<file path="src/rtl/irq_router_pkg.sv">
package irq_router_pkg;

   // Default assignment field for a source index at reset.
   // Wakeup and error sources -> field 0, clock-calendar and first data
   // mover -> field 1, serial-port movers -> field 2, all others -> field 8.
   function automatic int unsigned default_field(int unsigned src_idx);
      if (src_idx < 16)      return 0;
      else if (src_idx < 18) return 1;
      else if (src_idx < 23) return 2;
      else                   return 8;
   endfunction

endpackage

</file>
<file path="src/rtl/irq_router_cfg.sv">
module irq_router_cfg #(
   parameter int unsigned NUM_SRC = 32,
   parameter int unsigned FIELD_W = 4,
   parameter int unsigned DATA_W  = 32,
   parameter int unsigned ADDR_W  = 3
) (
   input  logic                       clk,
   input  logic                       rst_n,
   input  logic                       wr_en,
   input  logic [ADDR_W-1:0]          addr,
   input  logic [DATA_W-1:0]          wdata,
   input  logic [NUM_SRC-1:0]         raw_src,
   output logic [DATA_W-1:0]          rdata,
   output logic [NUM_SRC*FIELD_W-1:0] fld_flat,
   output logic [NUM_SRC-1:0]         en_mask
);
   localparam int unsigned FPR     = DATA_W / FIELD_W;
   localparam int unsigned NREG    = NUM_SRC / FPR;
   localparam int unsigned EN_ADDR = NREG;
   localparam int unsigned ST_ADDR = NREG + 1;

   if (NUM_SRC % FPR != 0) begin : g_bad_pack
      $error("NUM_SRC must fill whole assignment words");
   end
   if (NUM_SRC > DATA_W) begin : g_bad_en
      $error("enable and status words must fit in one data word");
   end
   if (ST_ADDR >= (1 << ADDR_W)) begin : g_bad_addr
      $error("ADDR_W too small for the register map");
   end

   // Assignment fields, one register per source.
   for (genvar s = 0; s < NUM_SRC; s++) begin : g_fld
      always_ff @(posedge clk or negedge rst_n) begin
         if (!rst_n)
            fld_flat[s*FIELD_W +: FIELD_W] <= FIELD_W'(irq_router_pkg::default_field(s));
         else if (wr_en && addr == ADDR_W'(s / FPR))
            fld_flat[s*FIELD_W +: FIELD_W] <= wdata[(s % FPR)*FIELD_W +: FIELD_W];
      end
   end

   // Enable word, all sources disabled at reset.
   always_ff @(posedge clk or negedge rst_n) begin
      if (!rst_n)
         en_mask <= '0;
      else if (wr_en && addr == ADDR_W'(EN_ADDR))
         en_mask <= wdata[NUM_SRC-1:0];
   end

   // Combinational read mux.
   always_comb begin
      rdata = '0;
      for (int unsigned r = 0; r < NREG; r++) begin
         if (addr == ADDR_W'(r))
            rdata = fld_flat[r*DATA_W +: DATA_W];
      end
      if (addr == ADDR_W'(EN_ADDR))
         rdata[NUM_SRC-1:0] = en_mask;
      if (addr == ADDR_W'(ST_ADDR))
         rdata[NUM_SRC-1:0] = raw_src;
   end

endmodule

</file>
<file path="src/rtl/irq_router_matrix.sv">
module irq_router_matrix #(
   parameter int unsigned NUM_SRC = 32,
   parameter int unsigned FIELD_W = 4,
   parameter int unsigned NUM_LVL = 9
) (
   input  logic [NUM_SRC-1:0]         src,
   input  logic [NUM_SRC-1:0]         en_mask,
   input  logic [NUM_SRC*FIELD_W-1:0] fld_flat,
   output logic [NUM_LVL-1:0]         lvl_hit
);
   if ((1 << FIELD_W) < NUM_LVL) begin : g_bad_field
      $error("FIELD_W cannot encode every level");
   end

   logic [NUM_SRC-1:0] gated;
   logic [NUM_LVL-1:0][NUM_SRC-1:0] sel;

   assign gated = src & en_mask;

   for (genvar l = 0; l < NUM_LVL; l++) begin : g_lvl
      for (genvar s = 0; s < NUM_SRC; s++) begin : g_src
         assign sel[l][s] = (fld_flat[s*FIELD_W +: FIELD_W] == FIELD_W'(l));
      end
      assign lvl_hit[l] = |(sel[l] & gated);
   end

endmodule

</file>
<file path="src/rtl/irq_router.sv">
module irq_router #(
   parameter int unsigned NUM_SRC = 32,
   parameter int unsigned FIELD_W = 4,
   parameter int unsigned NUM_LVL = 9,
   parameter int unsigned DATA_W  = 32,
   parameter int unsigned ADDR_W  = 3
) (
   input  logic               clk,
   input  logic               rst_n,
   input  logic [NUM_SRC-1:0] src_irq,
   input  logic               bus_wr,
   input  logic [ADDR_W-1:0]  bus_addr,
   input  logic [DATA_W-1:0]  bus_wdata,
   output logic [DATA_W-1:0]  bus_rdata,
   output logic [NUM_LVL-1:0] lvl_irq
);
   logic [NUM_SRC*FIELD_W-1:0] fld_flat;
   logic [NUM_SRC-1:0]         en_mask;
   logic [NUM_LVL-1:0]         lvl_hit;

   irq_router_cfg #(
      .NUM_SRC(NUM_SRC), .FIELD_W(FIELD_W), .DATA_W(DATA_W), .ADDR_W(ADDR_W)
   ) cfg_i (
      .clk(clk), .rst_n(rst_n), .wr_en(bus_wr), .addr(bus_addr),
      .wdata(bus_wdata), .raw_src(src_irq), .rdata(bus_rdata),
      .fld_flat(fld_flat), .en_mask(en_mask)
   );

   irq_router_matrix #(
      .NUM_SRC(NUM_SRC), .FIELD_W(FIELD_W), .NUM_LVL(NUM_LVL)
   ) mtx_i (
      .src(src_irq), .en_mask(en_mask), .fld_flat(fld_flat), .lvl_hit(lvl_hit)
   );

   // Registered outputs: glitch-free toward the event controller.
   always_ff @(posedge clk or negedge rst_n) begin
      if (!rst_n) lvl_irq <= '0;
      else        lvl_irq <= lvl_hit;
   end

endmodule

</file>
<file path="config.mk">
export PLATFORM = sky130hd
export DESIGN_NAME = irq_router
export DESIGN_NICKNAME = d
export VERILOG_FILES = /design/src/rtl/irq_router_pkg.sv /design/src/rtl/irq_router_cfg.sv /design/src/rtl/irq_router_matrix.sv /design/src/rtl/irq_router.sv
export SDC_FILE = /design/constraint.sdc
export NUM_CORES = 1
export LEC_CHECK = 0
export BUFFER_PORTS_ARGS = -buffer_cell sky130_fd_sc_hd__buf_2
export CAP_MARGIN = 20
export CORE_MARGIN = 2
export CORE_UTILIZATION = 50
export DETAILED_ROUTE_END_ITERATION = 7
export GPL_TIMING_DRIVEN = 0
export PLACE_DENSITY = 0.72
export SYNTH_ARGS = -nofsm -noshare
export SYNTH_HDL_FRONTEND = slang
export SYNTH_SLANG_ARGS = --single-unit
</file>
<file path="constraint.sdc">
create_clock -name clk -period 2.2 [get_ports clk]
set_input_delay 0.66 -clock clk [delete_from_list [all_inputs] [get_ports clk]]
set_output_delay 0.66 -clock clk [all_outputs]
set_load 0.02 [all_outputs]
</file>
# Word-level counts from Yosys, hierarchy flattened

Index checks and enable logic that the tools add are counted.

Input port bits: 70
Word-level logic and storage cells: 358
Flip-flop bits (word level): 169

Bitwise gates (word level): 10
Reductions and logical operators: 47
Multiplexer cells: 6
Equality and inequality tests: 261

Operators with widths:

| kind                                                                   | number |
|---|---|
| 4-bit by 3-bit equality test with 1-bit output (second input constant) | 128 |
| 32-bit AND                                                             | 10 |
| 32-bit OR reduction                                                    | 9 |
| 4-bit by 2-bit equality test with 1-bit output (second input constant) | 64 |
| 32-bit two-way mux                                                     | 6 |
| 4-bit by 1-bit equality test with 1-bit output (second input constant) | 32 |
| 4-bit equality test (second input constant)                            | 32 |
| 4-bit zero test                                                        | 32 |
| 3-bit by 2-bit equality test with 1-bit output (second input constant) | 2 |
| 3-bit equality test (second input constant)                            | 2 |
| 1-bit logical AND                                                      | 5 |
| 3-bit by 1-bit equality test with 1-bit output (second input constant) | 1 |
| 3-bit zero test                                                        | 1 |

# Logic depth before layout (Yosys ltp)

Gate-level depths: netlist (run 1).

Depth after elaboration: 7
Depth in mapped cells: 6

# Modules after synthesis

Synthesis (run 1) repeated with hierarchy kept, for this count alone.

Cells, all modules: 1066
Area, all modules: 10866.7 um^2

By module, submodules not included:

| module            | instances | cells each | area each (um^2) |
|---|---|---|---|
| irq_router_cfg    | 1         | 542        | 7439.6 |
| irq_router_matrix | 1         | 515        | 3201.8 |
| irq_router        | 1         | 9          | 225.2 |

# Worst setup path after synthesis (run 1)

Ideal clock, no wire load.

Kind: input port to output port
Start point: input bus_addr[1]
End point: output bus_rdata[4]
Arrival time: 1932 ps
Required time: 1540 ps
Slack: -392 ps
Path buffers: 3
Cell stages on the path: 6
Path through: buf_2 > nor2b_1 > clkbuf_1 > clkbuf_1 > a21oi_1 > o221ai_1

Longest elaborated chain between the ends: 7
Elaborated cells on any way between the ends: 12
Classes of those cells: eq/ne (5); mux (6); reduce/logical (1)

RTL lines:

| item                             | RTL line             | text |
|---|---|---|
| start, declared                  | irq_router.sv:12     | `input logic [ADDR_W-1:0] bus_addr,` |
| 3-bit zero test                  | irq_router_cfg.sv:54 | `if (addr == ADDR_W'(r))` |
| 32-bit two-way mux (4 in series) | irq_router_cfg.sv:54 |  |
| 32-bit two-way mux               | irq_router_cfg.sv:57 | `if (addr == ADDR_W'(EN_ADDR))` |
| 32-bit two-way mux *             | irq_router_cfg.sv:59 | `if (addr == ADDR_W'(ST_ADDR))` |
| end, declared                    | irq_router.sv:14     | `output logic [DATA_W-1:0] bus_rdata,` |

Every way passes the cells marked *; elsewhere a longest branch is shown, timed or not.

# Worst setup path after layout (run 1)

Start point: input bus_addr[0]
End point: output bus_rdata[11]

Same word-level chain as after synthesis.

==> out/metrics.csv, run 1 <==
metric;value;unit
wire_per_inst;35.49;µm
yosysSeqAreaShare;0.3821;
crit_type;in -> out;
ir_drop;0.0005751;V
reg2regPathDepth;4;
chipWidth;153.1;µm
rsz0062_at_grt;yes;
yosys_warnings;0;
crit_start;bus_addr[0];
power.sequential.fraction;0.402;
cts_tree;yes;
r2r_end;lvl_irq[4]$_DFF_PN0_;
synth_edf_count;0;
synth_top_cell_by_area;dfrtp_1;
row_count;54;
wl;55610;µm
end_kind;primary output;
regArea;0.004254;mm²
outcome;complete, but fails checks;
port_buffers;109;
final_util;0.6846;
leakagePower;5.600;nW
cts_buffer_depth;2;
grtUsageTotal;0.4629;
die_area;0.02345;mm²
synth_xor_xnor_area_share;0;
diodes;0;
dp_hpwl;41690;µm
netlist_top_cells_area;dfrtp_1 34%, mux2_2 15%, mux2i_1 5.8%;
power.switching;5.546;mW
synthMuxAreaShare;0.2095;
fin_crit;2.560;ns
final_cells;1567;
drtIter0Drc;1545;
max_slew_margin;0.3118;
vias_per_cell;7.348;
cts_buffers;17;
antenna_found_initial;1;
synth_most_common_cell;dfrtp_1;
grt_max_degree;89;
area_growth;34.35;%
hold_path.class;in -> async;
synth_cell_types;68;
min_period_over_period;1.164;
finalHoldViolCount;0;
ys_ff_latch;169;
cp-endpoint;bus_rdata[11];
worstMarginPinSlew;1.023;ns
cts.root.buffer_cell;clkbuf_16;
synth_common_cells;153 x dfrtp_1, 144 x mux2_2, 85 x nand2_1;
setup_violations;41;
crit_required;1.54;ns
initial_utilization;0.5095;
nets;1344;
cap_viol_max_count;0;
gr-total-overflow;0;
swShare;0.4146;
p_clk_frac;0.247;
synth_top_family_by_area;simple AND/OR/NAND/NOR gates;
fmaxAchievable;390.6;MHz
r2r_slack;-0.04;ns
clk_latency;0.44;ns
cp_max_fo;5;
fin_ws;-0.3603;ns
dpl.cell_count;1517;
syn_area_per_cell;9.884;µm²
power_density;895.4;mW/mm²
yosysTopAreaCellShare;0.3443;
synth_ff_type;dfrtp_1;
netlist_instances;1125;
cts_sinks;169;
r2r-start;cfg_i.fld_flat[24]$_DFFE_PN0P_;
p_int;7.831;mW
p_comb_frac;0.351;
fin_worst_skew;0.01720;ns
htreeDepth;4;
io_pins;111;
worst-endpoint-arrival;1.90;ns
synth_compound_area_frac;0.1050;
cts.clk_slew.worst_paths;0.08;ns
drc;0;
finalMaxSlewViolations;0;
synth_area;0.01112;mm²
violations;negative setup slack;
fill_cells;1532;
drtAntennaViolNets;0;
startpoint_type;primary input;
coreArea;0.02182;mm²
grt_pass1_wl;78270;µm
vias;11510;
first_pass_iters;6;
synth-simple-area-share;0.2686;
ctsHoldBuffers;0;
floorplan.die.height;153.1;µm
grt_pass1_vias;11280;
layout-drive-gt1-share;0.4281;
globalplace.congestion;1.037;
tns;-9.530;ns
ys_async_sr_fraction;1.000;
place_ws;-0.6147;ns
total_power;13.38;mW
synth_nets;1195;
synth_fa_ha_area_frac;0;
multi_input_area;0.007853;mm²
-- layer usage --
layer  track usage  part of all wire
met1        0.6034              0.38
met2        0.7026              0.44
met3        0.1239              0.11
met4        0.2535             0.065
met5             0                 0
-- how the worst min path moves through the flow --
stage / from / to / slack (ns) / cells past startpoint
after detailed placement: cfg_i.fld_flat[51]$_DFFE_PN0P_ / cfg_i.fld_flat[51]$_DFFE_PN0P_ / 0.56 / 1
after global placement: cfg_i.fld_flat[51]$_DFFE_PN0P_ / cfg_i.fld_flat[51]$_DFFE_PN0P_ / 0.55 / 1
final: rst_n / cfg_i.en_mask[6]$_DFFE_PN0P_ / 0.16 / 1
after floorplan: rst_n / cfg_i.en_mask[0]$_DFFE_PN0P_ / 0.36 / 0
after CTS: rst_n / cfg_i.fld_flat[104]$_DFFE_PN0P_ / 0.21 / 1
after global routing: rst_n / cfg_i.fld_flat[104]$_DFFE_PN0P_ / 0.23 / 1
-- power by group through the flow --
stage	Combinational, mW	Clock (mW)	Sequential (mW)
after floorplan	2.68	0	4.67
after global placement	4.02	0	5.01
after detailed placement	4.09	0	5.06
after CTS	4.41	3.28	5.15
after global routing	4.87	3.40	5.43
final	4.70	3.30	5.38
-- per-stage QoR --
step | area (µm²) | hold WS, ns
floorplan | 11870 | 0.3644
CTS | 14450 | 0.2139
global route | 14940 | 0.2290
detailed placement | 12810 | 0.5605
global placement | 12760 | 0.5490
finish | 14940 | 0.1649
-- cell usage in the layout (no fill, tap or decap), types with 35 or more instances in the layout --
master / count
buf_2: 93
buf_6: 38
dfrtp_1: 149
mux2_2: 144
nand2_1: 75
nand2b_1: 42
nand4b_1: 35
nor2_1: 61
nor3_1: 54
nor4_1: 48
-- kinds of logic after synthesis --
family	Yosys count
AND/OR/NAND/NOR	499
AO/OA/AOI/OAI	157
buffers and inverters	86
multiplexers	214
flip-flops	169
-- worst max-delay path: stages --
cell and delay (ns):
buf_12 0.12, buf_16 0.14, buf_12 0.15, mux2i_4 0.19
nor2_2 0.21, a21oi_4 0.06, o221ai_4 0.19, buf_6 0.16
-- flip-flops by register name (all words and copies together) (netlist names) --
name and cells:
lvl_irq 9, cfg_i.fld_flat 128, cfg_i.en_mask 32
-- cell type report --
class | instances | share of cell area
buffer | 61 | 0.04003
multi-input combinational | 870 | 0.5256
inverter | 14 | 0.003518
sequential | 169 | 0.2848
timing repair buffer | 141 | 0.08157
tap | 280 | 0.02345
clock buffer | 19 | 0.02898
clock inverter | 13 | 0.01206
-- what timing repair did --
action | 4_1_cts | 5_1_grt
gates resized for setup | 181 | 88
gates cloned | 5 | 2
endpoints found under the setup margin | 87 | 69
pin swaps | 31 | 15
setup buffers | 10 | 12
(Power assumes the default switching activity.)
==> inputs of run 2 (changes only) <==
--- a/config.mk
+++ b/config.mk
@@ -11,6 +11,7 @@
 export CORE_UTILIZATION = 50
 export DETAILED_ROUTE_END_ITERATION = 7
 export GPL_TIMING_DRIVEN = 0
+export MAX_ROUTING_LAYER = met4
 export PLACE_DENSITY = 0.72
 export SYNTH_ARGS = -nofsm -noshare
 export SYNTH_HDL_FRONTEND = slang
==> out/metrics.csv, run 2 (same netlist as run 1, synthesis figures left out) <==
metric;value;unit;change
p_clk_frac;0.240;;-0.007
power.switching;5.707;mW;+2.9%
globalplace.congestion;1.059;;+2.2%
cts.root.buffer_cell;clkbuf_16;;
wl;56890;µm;+2.3%
worstMarginPinSlew;1.093;ns;+0.07027 ns
p_comb_frac;0.355;;+0.004
leakagePower;5.565;nW;-0.62%
grt_max_degree;92;;+3.4%
cts_sinks;169;;unchanged
dp_hpwl;42570;µm;+2.1%
initial_utilization;0.5095;;unchanged
violations;negative setup slack;;
setup_violations;43;;+4.9%
power.sequential.fraction;0.405;;+0.003
area_growth;34.33;%;about the same
regMostFlops;cfg_i.fld_flat;;
startpoint_type;primary input;;
drtAntennaViolNets;0;;unchanged
largest_register_ffs;128;;unchanged
antenna_found_initial;2;;+1
max_stage_delay;0.22;ns;about the same
ctsHoldBuffers;0;;unchanged
fmaxAchievable;397.4;MHz;+1.8%
vias_per_cell;7.447;;+1.3%
drc;0;;unchanged
cts.clk_slew.worst_paths;0.08;ns;about the same
clk_latency;0.45;ns;about the same
swShare;0.4257;;+0.01112
cts_tree;yes;;
finalHoldViolCount;0;;unchanged
crit_type;in -> out;;
layout-drive-gt1-share;0.4462;;+0.01805
max_slew_margin;0.2613;;-0.05050
outcome;complete, but fails checks;;
grt_pass1_vias;11290;;+0.12%
die_area;0.02345;mm²;unchanged
crit_chain;buf_6 > buf_12 > buf_12 > clkbuf_4 > nor2_2 > a21oi_4 > o221ai_4 > buf_6;;
port_buffers;109;;unchanged
row_count;54;;unchanged
cts_buffers;17;;unchanged
cts_buffer_depth;2;;unchanged
coreArea;0.02182;mm²;unchanged
cap_viol_max_count;0;;unchanged
end_kind;primary output;;
total_power;13.40;mW;+0.20%
power_density;897.4;mW/mm²;+0.22%
io_pins;111;;unchanged
final_util;0.6844;;about the same
rsz0062_at_grt;yes;;
first_pass_iters;6;;unchanged
cp_slowest_cell;clkbuf_4;;
worst-endpoint-arrival;1.86;ns;-0.04 ns
floorplan.die.height;153.1;µm;unchanged
min_period_over_period;1.144;;-0.02004
finalMaxSlewViolations;0;;unchanged
chipWidth;153.1;µm;unchanged
fin_ws;-0.3162;ns;+0.04410 ns
p_int;7.697;mW;-1.7%
fin_worst_skew;0.01313;ns;-0.004073 ns
cp_max_fo;10;;+5
crit_required;1.54;ns;about the same
gr-total-overflow;0;;unchanged
hold_path.class;in -> async;;
drtIter0Drc;1664;;+7.7%
grtUsageTotal;0.4933;;+0.03040
ir_drop;0.0007044;V;+22%
fin_crit;2.516;ns;-0.04410 ns
vias;11650;;+1.2%
htreeDepth;4;;unchanged
final_cell_mix;144 x mux2_2, 141 x dfrtp_1, 92 x buf_2;;
wire_per_inst;36.37;µm;+2.5%
grt_pass1_wl;80300;µm;+2.6%
final_common_cell;mux2_2;;
nets;1339;;-0.37%
largestRegisters;cfg_i.fld_flat x128, cfg_i.en_mask x32, lvl_irq x9;;
==> run 2: stage by stage <==
| stage | TNS, ns | setup WS, ns | instances | area, µm² | hold slack, ns |
|---|---|---|---|---|---|
| 3_3_place_gp | -403.28 | -2.004 | 1514 | 12760 | 0.5539 |
| 2_1_floorplan | 0 | 0.01027 | 1125 | 11870 | 0.3644 |
| 3_5_place_dp | -73.06 | -0.6494 | 1516 | 12810 | 0.5659 |
| 5_1_grt | -9.548 | -0.3451 | 1564 | 14940 | 0.2184 |
| 4_1_cts | -8.233 | -0.2909 | 1555 | 14540 | 0.2054 |
| 6_report | -9.293 | -0.3162 | 1564 | 14940 | 0.1678 |
==> run 2: final timing paths <==
path	from	endpoint	slack, ns	depth (start not counted)
hold reg to reg	cfg_i.fld_flat[7]$_DFFE_PN0P_	cfg_i.fld_flat[7]$_DFFE_PN0P_	0.59	1
hold / removal	rst_n	cfg_i.en_mask[8]$_DFFE_PN0P_	0.17	1
min in group clk	bus_wdata[31]	cfg_i.fld_flat[31]$_DFFE_PN0P_	0.50	2
setup / recovery	bus_addr[1]	bus_rdata[18]	-0.32	8
setup reg to reg	cfg_i.fld_flat[116]$_DFFE_PN0P_	lvl_irq[2]$_DFF_PN0_	-0.11	6
max in group asynchronous	rst_n	cfg_i.fld_flat[23]$_DFFE_PN0P_	1.09	2
==> run 2: layout make-up <==
| cell class | instances | area [µm²] |
|---|---|---|
| multi-input combinational | 870 | 7900 |
| fill | 1579 | 6887 |
| sequential | 169 | 4264 |
| timing repair buffer | 138 | 1177 |
| buffer | 59 | 579.3 |
| clock buffer | 18 | 439.2 |
| tap | 280 | 350.3 |
| clock inverter | 14 | 168.9 |
| inverter | 14 | 52.55 |
| antenna | 2 | 5.005 |
==> run 2: per-layer routing <==
metal,share of wire,GRT usage
met5,0,-
met4,0.076,0.2813
met3,0.12,0.1307
met2,0.44,0.7349
met1,0.37,0.6076
==> run 2: power groups by stage <==
stage | sequential, mW | combinational, mW | clock (mW)
2_1_floorplan | 4.67 | 2.68 | 0
3_3_place_gp | 5.02 | 4.05 | 0
3_5_place_dp | 5.07 | 4.12 | 0
4_1_cts | 5.20 | 4.47 | 3.19
5_1_grt | 5.47 | 4.92 | 3.32
6_report | 5.43 | 4.76 | 3.22
==> run 2: repair_timing <==
item,in CTS,in global routing
cloned,6,1
gates resized for setup,203,81
setup endpoints to repair,87,76
setup buffers,9,12
pin swaps,39,11
==> run 2: critical path: cells and delay by family <==
kind                   cells  cell delay (ns)
and+or+nand+nor            1             0.22
AOI/OAI and AO/OA          2             0.22
buffers and inverters      5             0.74
==> inputs of run 3 (changes only) <==
--- a/config.mk
+++ b/config.mk
@@ -13,6 +13,7 @@
 export GPL_TIMING_DRIVEN = 0
 export MAX_ROUTING_LAYER = met4
 export PLACE_DENSITY = 0.72
+export SKIP_CTS_REPAIR_TIMING = 1
 export SYNTH_ARGS = -nofsm -noshare
 export SYNTH_HDL_FRONTEND = slang
 export SYNTH_SLANG_ARGS = --single-unit
==> out/metrics.csv, run 3 (same netlist as run 1, synthesis figures left out) <==
metric;value;unit;change
regMostFlops;cfg_i.fld_flat;;
initial_utilization;0.5095;;unchanged
whs;0.1652;ns;-0.002676 ns
fill_cells;1670;;+5.8%
clk_latency;0.44;ns;about the same
row_count;54;;unchanged
area_growth;29.04;%;
outcome;complete, but fails checks;;
dp_hpwl;42570;µm;unchanged
grt_pass1_vias;10810;;-4.3%
cp_slowest_cell;a21oi_2;;
p_comb_frac;0.349;;-0.006
worst-endpoint-arrival;1.97;ns;+0.11 ns
grt_max_degree;92;;unchanged
setup_violations;48;;+12%
cp_num_buf_inv;5;;unchanged
ir_drop;0.0006707;V;-4.8%
crit_chain;buf_2 > buf_12 > nor2b_2 > buf_6 > buf_8 > a21oi_2 > o221ai_4 > buf_4;;
leakagePower;5.496;nW;-1.2%
antenna_found_initial;1;;-1
crit_type;in -> out;;
drtIter0Drc;1742;;+4.7%
cts.root.buffer_cell;clkbuf_16;;
final_cell_mix;147 x dfrtp_1, 144 x mux2_2, 99 x buf_2;;
crit_family;buffers and inverters;;
wl;55730;µm;-2.0%
grt_pass1_wl;76430;µm;-4.8%
cts_tree;yes;;
nets;1349;;+0.75%
cap_viol_max_count;0;;unchanged
final_cells;1573;;+0.58%
min_period_over_period;1.194;;+0.05074
worstMarginPinSlew;1.106;ns;+0.01336 ns
final_common_cell;dfrtp_1;;
p_clk_frac;0.246;;+0.006
swShare;0.4223;;-0.003467
power.switching;5.510;mW;-3.4%
final_util;0.6575;;-0.02695
largest_register_ffs;128;;unchanged
crit_required;1.54;ns;about the same
max_stage_delay;0.23;ns;about the same
fin_crit;2.628;ns;+0.1116 ns
fin_worst_skew;0.01198;ns;-0.001146 ns
fin_ws;-0.4278;ns;-0.1116 ns
first_pass_iters;6;;unchanged
cts_buffer_depth;2;;unchanged
rsz0062_at_grt;yes;;
max_slew_margin;0.2523;;-0.009029
startpoint_type;primary input;;
end_kind;primary output;;
die_area;0.02345;mm²;unchanged
drc;0;;unchanged
dpl.cell_count;1516;;unchanged
total_power;13.05;mW;-2.6%
largestRegisters;cfg_i.fld_flat x128, cfg_i.en_mask x32, lvl_irq x9;;
p_int;7.539;mW;-2.1%
cts.clk_slew.worst_paths;0.08;ns;about the same
io_pins;111;;unchanged
htreeDepth;4;;unchanged
layout-drive-gt1-share;0.4056;;-0.04061
hold_path.class;in -> async;;
finalHoldViolCount;0;;unchanged
gr-total-overflow;0;;unchanged
grtUsageTotal;0.4703;;-0.02302
violations;negative setup slack;;
floorplan.die.height;153.1;µm;unchanged
globalplace.congestion;1.059;;unchanged
cp_max_fo;10;;unchanged
power.sequential.fraction;0.405;;about the same
tns;-11.93;ns;-2.637 ns
finalMaxSlewViolations;0;;unchanged
vias;11570;;-0.64%
chipWidth;153.1;µm;unchanged
vias_per_cell;7.357;;-1.2%
cts_buffers;17;;unchanged
drtAntennaViolNets;0;;unchanged
wire_per_inst;35.43;µm;-2.6%
port_buffers;109;;unchanged
cts_sinks;169;;unchanged
fmaxAchievable;380.5;MHz;-4.2%
coreArea;0.02182;mm²;unchanged
power_density;909.4;mW/mm²;+1.3%
## run 3: cell count changes in the layout (fill, tap and decap cells not counted), sizes merged
cell | before | now
clkbuf | 48 | 45
diode | 2 | 1
buf | 167 | 180
## run 3: power groups by stage
stage | registers (mW) | clock network (mW) | logic (mW)
after CTS | 5.01 | 3.19 | 4.14
after global routing | 5.34 | 3.31 | 4.72
after detailed placement | 5.07 | 0 | 4.12
final | 5.29 | 3.21 | 4.55
after floorplan | 4.67 | 0 | 2.68
after global placement | 5.02 | 0 | 4.05
## run 3: path summary, 6_finish.rpt
| check | endpoint | start | slack (ns) | cells after the start |
|---|---|---|---|---|
| min in group clk | cfg_i.fld_flat[69]$_DFFE_PN0P_ | bus_wdata[5] | 0.50 | 3 |
| worst min register to register | cfg_i.fld_flat[7]$_DFFE_PN0P_ | cfg_i.fld_flat[7]$_DFFE_PN0P_ | 0.59 | 1 |
| worst max-delay path | bus_rdata[30] | bus_addr[1] | -0.43 | 8 |
| max in group asynchronous | cfg_i.fld_flat[123]$_DFFE_PN1P_ | rst_n | 1.12 | 2 |
| worst max register to register | lvl_irq[8]$_DFF_PN0_ | cfg_i.fld_flat[113]$_DFFE_PN0P_ | -0.07 | 5 |
| worst min-delay path | cfg_i.en_mask[8]$_DFFE_PN0P_ | rst_n | 0.17 | 1 |
## run 3: worst register-to-register path, cell delays in order (launching register included)
cell,delay (ns)
dfrtp_1,0.33
clkbuf_1,0.36
nor4_1,0.21
or4_1,0.69
nor4_4,0.37
nand4_1,0.16
## run 3: metal layers
metal  wire [µm]  part of all wire  GRT usage  up-vias
met2       24860              0.45     0.7134      896
met5           0                 0          -        -
met4        3750             0.067     0.2178        0
met1       20920              0.38     0.5951     5769
li1            -                 -          -     4706
met3        6203              0.11     0.1151      202
## run 3: layout make-up
type,count,area [µm²],area share
well taps,280,350.3,0.02442
multi-input cells,870,7483,0.5215
repair buffers,142,1069,0.07447
plain buffers,65,526.8,0.03671
flip-flops and latches,169,4257,0.2967
clock inverters,14,168.9,0.01177
inverters,14,52.55,0.003662
clock buffers,18,439.2,0.03061
diodes,1,2.502,0.0001744
## run 3: stage by stage
stage,setup WS (ns),cell area [µm²]
global route,-0.4352,14350
finish,-0.4278,14350
floorplan,0.01027,11870
global placement,-2.004,12760
detailed placement,-0.6494,12810
CTS,-0.6117,13420
